--- config.mk ---
export PLATFORM = sky130hd
export DESIGN_NAME = osd_htiming
export DESIGN_NICKNAME = d
export VERILOG_FILES = /design/src/rtl/osd_htiming_pkg.sv /design/src/rtl/osd_hparam_calc.sv /design/src/rtl/osd_hline_fsm.sv /design/src/rtl/osd_hcell_counter.sv /design/src/rtl/osd_htiming.sv
export SDC_FILE = /design/constraint.sdc
export NUM_CORES = 1
export LEC_CHECK = 0
export BUFFER_PORTS_ARGS = -buffer_cell sky130_fd_sc_hd__clkbuf_2
export CAP_MARGIN = 20
export CORE_AREA = 5 5 106 88
export CTS_CLUSTER_DIAMETER = 200
export DETAILED_ROUTE_END_ITERATION = 6
export DIE_AREA = 0 0 111 93
export SLEW_MARGIN = 20
export SYNTH_ARGS = -nofsm -noshare
export SYNTH_HDL_FRONTEND = slang
export SYNTH_SLANG_ARGS = --single-unit
--- constraint.sdc ---
create_clock -name clk -period 3.1 [get_ports clk]
set_input_delay 0.465 -clock clk [delete_from_list [all_inputs] [get_ports clk]]
set_output_delay 0.465 -clock clk [all_outputs]
set_load 0.1 [all_outputs]
--- src/rtl/osd_htiming_pkg.sv ---
package osd_htiming_pkg;

    // Line phase of the horizontal walker
    typedef enum logic [1:0] {
        H_WAIT = 2'd0,
        H_LEAD = 2'd1,
        H_SHOW = 2'd2,
        H_DONE = 2'd3
    } hstate_t;

    // Margin floor and offset, counted in half-cell steps
    localparam int EVEN_FLOOR_STEPS = 9;
    localparam int ODD_FLOOR_STEPS  = 10;
    localparam int DELAY_OFFSET     = 3;

endpackage

--- src/rtl/osd_hparam_calc.sv ---
module osd_hparam_calc
    import osd_htiming_pkg::*;
#(
    parameter int LD_W    = 6,
    parameter int DD_W    = 8,
    parameter int CELL_PX = 12,
    parameter int PIX_W   = 11
) (
    input  logic [LD_W-1:0]  line_dur,
    input  logic [DD_W-1:0]  disp_delay,
    output logic [PIX_W-1:0] line_len,
    output logic [PIX_W-1:0] margin
);
    localparam int STEP_PX = CELL_PX / 2;

    logic [PIX_W-1:0] odd_ld;
    logic [PIX_W-1:0] steps;
    logic [PIX_W-1:0] floor_steps;

    always_comb begin
        // Line length: odd multiple of one cell
        odd_ld   = PIX_W'({line_dur, 1'b1});
        line_len = odd_ld * PIX_W'(CELL_PX);

        // Margin in half-cell steps, clamped by delay parity
        floor_steps = disp_delay[0] ? PIX_W'(ODD_FLOOR_STEPS)
                                    : PIX_W'(EVEN_FLOOR_STEPS);
        steps = PIX_W'(disp_delay) + PIX_W'(DELAY_OFFSET);
        if (steps < floor_steps) begin
            steps = floor_steps;
        end
        margin = steps * PIX_W'(STEP_PX);
    end

endmodule

--- src/rtl/osd_hline_fsm.sv ---
module osd_hline_fsm
    import osd_htiming_pkg::*;
#(
    parameter int PIX_W = 11
) (
    input  logic             clk,
    input  logic             rst_n,
    input  logic             hsync,
    input  logic [PIX_W-1:0] len_in,
    input  logic [PIX_W-1:0] margin_in,
    output logic [PIX_W-1:0] pix_cnt,
    output logic             disp_active,
    output logic             cell_clr,
    output logic             cell_adv
);
    hstate_t          state_q, state_d;
    logic [PIX_W-1:0] pix_q, pix_d, pix_nxt;
    logic [PIX_W-1:0] len_q, marg_q;
    logic             hs_q;
    logic             sync_edge;

    assign sync_edge = hsync & ~hs_q;
    assign pix_nxt   = pix_q + PIX_W'(1);

    // State, counter and line settings register
    always_ff @(posedge clk or negedge rst_n) begin
        if (!rst_n) begin
            state_q <= H_WAIT;
            pix_q   <= '0;
            len_q   <= '0;
            marg_q  <= '0;
            hs_q    <= 1'b0;
        end else begin
            state_q <= state_d;
            pix_q   <= pix_d;
            hs_q    <= hsync;
            if (sync_edge) begin
                len_q  <= len_in;
                marg_q <= margin_in;
            end
        end
    end

    // Next-state and counter logic
    always_comb begin
        state_d = state_q;
        pix_d   = pix_q;
        if (sync_edge) begin
            state_d = H_LEAD;           // sync-restart
            pix_d   = '0;
        end else begin
            unique case (state_q)
                H_WAIT: begin
                    state_d = H_WAIT;
                end
                H_LEAD: begin
                    pix_d = pix_nxt;
                    if (pix_nxt == len_q) begin
                        state_d = H_DONE;   // line-end wins
                    end else if (pix_nxt == marg_q) begin
                        state_d = H_SHOW;   // margin-reached
                    end
                end
                H_SHOW: begin
                    pix_d = pix_nxt;
                    if (pix_nxt == len_q) begin
                        state_d = H_DONE;   // line-end
                    end
                end
                H_DONE: begin
                    state_d = H_DONE;
                end
            endcase
        end
    end

    // Outputs
    always_comb begin
        pix_cnt     = pix_q;
        disp_active = (state_q == H_SHOW);
        cell_adv    = (state_q == H_SHOW) && (state_d == H_SHOW);
        cell_clr    = sync_edge || ((state_q == H_SHOW) && (state_d != H_SHOW));
    end

    // a sync edge zeroes the counter
    p_sync_zero_r5: assert property (@(posedge clk) disable iff (!rst_n)
        sync_edge |=> (pix_q == '0));

    // saturated count holds until a new sync
    p_sat_hold_r6: assert property (@(posedge clk) disable iff (!rst_n)
        (state_q == H_DONE && !sync_edge) |=> $stable(pix_q));

    // count never passes the line length
    p_len_bound_r1: assert property (@(posedge clk) disable iff (!rst_n)
        (state_q != H_WAIT) |-> (pix_q <= len_q));

    // window lies between margin and line end
    p_show_window_r7: assert property (@(posedge clk) disable iff (!rst_n)
        (state_q == H_SHOW) |-> (pix_q >= marg_q && pix_q < len_q));

    // settings change only at a sync edge
    p_latch_hold_r9: assert property (@(posedge clk) disable iff (!rst_n)
        !sync_edge |=> ($stable(len_q) && $stable(marg_q)));

    // idle before first sync keeps the counter at zero
    p_wait_zero_r10: assert property (@(posedge clk) disable iff (!rst_n)
        (state_q == H_WAIT) |-> (pix_q == '0));

endmodule

--- src/rtl/osd_hcell_counter.sv ---
module osd_hcell_counter #(
    parameter int CELL_PX = 12,
    parameter int PX_W    = 4,
    parameter int IDX_W   = 7
) (
    input  logic             clk,
    input  logic             rst_n,
    input  logic             clr,
    input  logic             adv,
    output logic [IDX_W-1:0] char_idx,
    output logic [PX_W-1:0]  char_px
);
    localparam logic [PX_W-1:0] PX_LAST = PX_W'(CELL_PX - 1);

    logic [IDX_W-1:0] idx_q;
    logic [PX_W-1:0]  px_q;

    always_ff @(posedge clk or negedge rst_n) begin
        if (!rst_n) begin
            idx_q <= '0;
            px_q  <= '0;
        end else if (clr) begin
            idx_q <= '0;
            px_q  <= '0;
        end else if (adv) begin
            if (px_q == PX_LAST) begin
                px_q  <= '0;
                idx_q <= idx_q + IDX_W'(1);
            end else begin
                px_q  <= px_q + PX_W'(1);
            end
        end
    end

    assign char_idx = idx_q;
    assign char_px  = px_q;

    // end of a cell moves to the next one
    p_cell_wrap_r8: assert property (@(posedge clk) disable iff (!rst_n)
        (adv && !clr && px_q == PX_LAST) |=>
            (px_q == '0 && idx_q == $past(idx_q) + IDX_W'(1)));

    // without advance or clear the cell position holds
    p_cell_idle_r8: assert property (@(posedge clk) disable iff (!rst_n)
        (!adv && !clr) |=> ($stable(px_q) && $stable(idx_q)));

endmodule

--- src/rtl/osd_htiming.sv ---
module osd_htiming
    import osd_htiming_pkg::*;
#(
    parameter int LD_W    = 6,
    parameter int DD_W    = 8,
    parameter int CELL_PX = 12,
    localparam int LEN_MAX  = (2 * (2**LD_W - 1) + 1) * CELL_PX,
    localparam int MARG_MAX = (CELL_PX / 2) * (2**DD_W - 1 + DELAY_OFFSET),
    localparam int PIX_W    = $clog2(((LEN_MAX > MARG_MAX) ? LEN_MAX : MARG_MAX) + 1),
    localparam int IDX_W    = LD_W + 1,
    localparam int PX_W     = $clog2(CELL_PX)
) (
    input  logic             clk,
    input  logic             rst_n,
    input  logic             hsync,
    input  logic [LD_W-1:0]  line_dur,
    input  logic [DD_W-1:0]  disp_delay,
    output logic [PIX_W-1:0] pix_cnt,
    output logic             disp_active,
    output logic [IDX_W-1:0] char_idx,
    output logic [PX_W-1:0]  char_px
);
    logic [PIX_W-1:0] line_len;
    logic [PIX_W-1:0] margin;
    logic             cell_clr;
    logic             cell_adv;

    osd_hparam_calc #(
        .LD_W    (LD_W),
        .DD_W    (DD_W),
        .CELL_PX (CELL_PX),
        .PIX_W   (PIX_W)
    ) u_calc (
        .line_dur   (line_dur),
        .disp_delay (disp_delay),
        .line_len   (line_len),
        .margin     (margin)
    );

    osd_hline_fsm #(
        .PIX_W (PIX_W)
    ) u_fsm (
        .clk         (clk),
        .rst_n       (rst_n),
        .hsync       (hsync),
        .len_in      (line_len),
        .margin_in   (margin),
        .pix_cnt     (pix_cnt),
        .disp_active (disp_active),
        .cell_clr    (cell_clr),
        .cell_adv    (cell_adv)
    );

    osd_hcell_counter #(
        .CELL_PX (CELL_PX),
        .PX_W    (PX_W),
        .IDX_W   (IDX_W)
    ) u_cell (
        .clk      (clk),
        .rst_n    (rst_n),
        .clr      (cell_clr),
        .adv      (cell_adv),
        .char_idx (char_idx),
        .char_px  (char_px)
    );

    // outside the window the cell outputs rest at zero
    p_cell_quiet_r8: assert property (@(posedge clk) disable iff (!rst_n)
        !disp_active |-> (char_idx == '0 && char_px == '0));

endmodule

==> metrics.txt <==
number of synthesized flops with an enable pin=0; share of the synthesized area in the top cell type=31.1%; failing checks=negative setup slack; htree depth=2; area leader, netlist=dfrtp_1; CP peak stage delay=0.50 ns; Arr. time, crit path=3.66 ns; CP Capture Type=register; Worst Reg-to-Reg Cells=10; die width=111 um; critical-path cell list=buf_6, and3_4, and3_4, o21ai_2, xor2_1, ha_2, inv_2, or4b_4, a21oi_4, ha_4, inv_2, fa_2, nor2b_1, o21ai_1, a21boi_1, o21ai_1, a21boi_1, o21ai_1, and3_1, o31ai_2; drt initial violations=135; DRC=0; RSZ-0062 raised after global routing=true; Mapped Nets=457; Setup WS post-layout=-0.351 ns; largest net degree at the start of global routing=37; Final min period=3.45 ns; per-cell routed wire length=14.1 um; Yosys reg bits=44; most common cell after layout, fill and taps aside=buf_4; Via density=5.29; CORE AREA=8220 um2; asr flop ratio synth=100%; Distinct cells, synth=53; Cells after Synth=411; register area=1120 um2; Antenna diodes=0; fraction of layout cells with a size suffix above 1=31.0%; IO Port Bufs=39; worst slack at placement=-0.820 ns; Detailed Place HPWL=6.50 mm; Final Non-Filler Cells=606; fmax=290 MHz; final setup violation count=5; ys flop type=dfrtp_1; crit-path leading delay family=simple AND/OR/NAND/NOR gates; Seq/Total Area, Yosys=31.1%; multi-input logic area=2420 um2; DIE AREA=10,300 um2; Max FO, Critical Path=3; Die Ht=93 um; buffers and inverters on the worst path=3; total track usage=16.9%; Hold Path Class=in -> async; Inst Count DP=586; grt ovf=0; outcome=complete, but fails checks; final antenna-violating net count=0; Max Buffers Root-to-Sink=2; leading post-synthesis cells by cell area=dfrtp_1, ha_1, xnor2_1; Fill cells=763; Layout Skew=0.00744 ns; Pleak=2.04 nW; CTS Root Cell=clkbuf_8; Crit path top cell by count=o21ai_1; VDD IR max=0.355 mV; headroom to the max-slew limit=43.7%; site row count=30; cts bufs inserted=5; commonest non-fill, non-tap cells in the layout=buf_4, nand2_1, clkbuf_2; CTS tree=done; Final Max Tran Viols=0; worst reg2reg endpoint=u_cell.char_idx[4]; average cell area after synthesis=8.61 um2; Yosys Warn Count=0; synthesized area=3540 um2; vias in the first global route=3,046; CP required=3.31 ns; r2r setup slk=0.10 ns; later-pin clock latency in the skew report=0.30 ns; via count=3,203; CP Launch Type=input port; Max Cap Violations=0; final wirelength=8.56 mm; final net count=539; Final period util=111%; FF-to-FF Start=u_fsm.pix_cnt[0]; PD cells=413 nW/um2; first-pass GRT wire length=14.7 mm; I/O Pins=40; iteration count of the initial detailed-routing pass=4; Fin. Hold Viols=0; Worst-Margin Slew=0.845 ns; routability cong.=0.913; Crit-path slowest cell=or4b_4; Post-CTS Hold Fix Bufs=0; antenna violations before repair=0; Starting Density=43.0%; CTS Sinks=44; CTS clk-pin slew, worst paths=0.09 ns; area added between synthesis and finish=29.0%; Crit Path Category=in -> reg
routing by layer:
metal	wire, um	share of wire, %	GRT usage [%]	vias up
li1	-	-	-	1615
met1	4230	49	24.8	1511
met2	3830	45	26.5	69
met3	409	4.8	2.20	8
met4	91	1.1	4.10	0
met5	0	0	0	-
power by group:
part | leakage, nW | internal [mW] | switching, mW
sequential | 0.558 | 0.642 | 0.0715
clock | 0.0645 | 0.285 | 0.212
combinational | 1.42 | 0.316 | 0.357
total | 2.04 | 1.24 | 0.641
synth_stat cells (3+ instances only):
cell and instances:
dfrtp_1 44, nand2_1 39, o21ai_0 35, ha_1 27
inv_1 26, nor2_1 25, xnor2_1 24, xor2_1 17
a21oi_1 14, nor3_1 13, clkbuf_1 12, nand3_1 11
nand2b_1 10, nor2b_1 9, and3_1 8, buf_2 8
nand4_1 6, nor4_2 6, o31ai_1 6, a221o_1 5
and2_1 5, or4_1 5, nor4_1 4, a211oi_1 3
a22o_1 3, and4_1 3, o21a_1 3, o22ai_1 3
or3_1 3
how the worst max path moves through the flow:
stage	startpoint	endpoint	slack, ns	depth (start not counted)
2_1_floorplan	disp_delay[4]	u_fsm.marg_q[10]	-0.52	19
3_3_place_gp	disp_delay[4]	u_fsm.marg_q[10]	-0.70	20
3_5_place_dp	disp_delay[4]	u_fsm.marg_q[10]	-0.82	20
4_1_cts	disp_delay[4]	u_fsm.marg_q[10]	-0.43	20
5_1_grt	disp_delay[4]	u_fsm.marg_q[10]	-0.56	20
6_report	disp_delay[4]	u_fsm.marg_q[10]	-0.35	20
state kept, by name (all words and copies together) (netlist names):
name	flops
u_cell.char_idx	7
u_cell.char_px	4
u_fsm.hs_q	1
u_fsm.len_q	9
u_fsm.marg_q	10
u_fsm.pix_cnt	11
u_fsm.state_q	2
kinds of logic after synthesis:
group	after synthesis	synth area share, %
compound gates	89	16.1
xor+xnor	43	11.4
fa+ha+maj	29	10.7
buf+inv	47	5.48
flops	44	31.1
mux	2	0.566
simple gates	157	24.7
stage by stage:
step / hold slack, ns / cell area [um2] / TNS, ns / utilization, % / total power, mW
CTS: 0.272 / 4490 / -1.40 / 54.6 / 1.88
global route: 0.294 / 4560 / -2.05 / 55.5 / 2.00
floorplan: 0.169 / 3630 / -1.26 / - / 1.13
global placement: 0.480 / 4210 / -2.99 / 51.3 / 1.31
detailed placement: 0.484 / 4210 / -3.63 / 51.3 / 1.33
finish: 0.247 / 4560 / -1.18 / 55.5 / 1.88
final cells by class:
class / instances / share of cell area [%]
multi-input combinational: 320 / 52.9
sequential: 44 / 24.6
timing repair buffer: 96 / 14.4
tap: 112 / 3.07
inverter: 26 / 2.19
clock buffer: 7 / 2.11
clock inverter: 1 / 0.658
what timing repair did:
| action | in CTS | in global routing |
|---|---|---|
| setup buffers | 10 | 4 |
| pin swaps | 13 | 14 |
| resized for setup | 10 | 15 |
| setup endpoints to repair | 11 | 17 |
(Power assumes the default switching activity.)
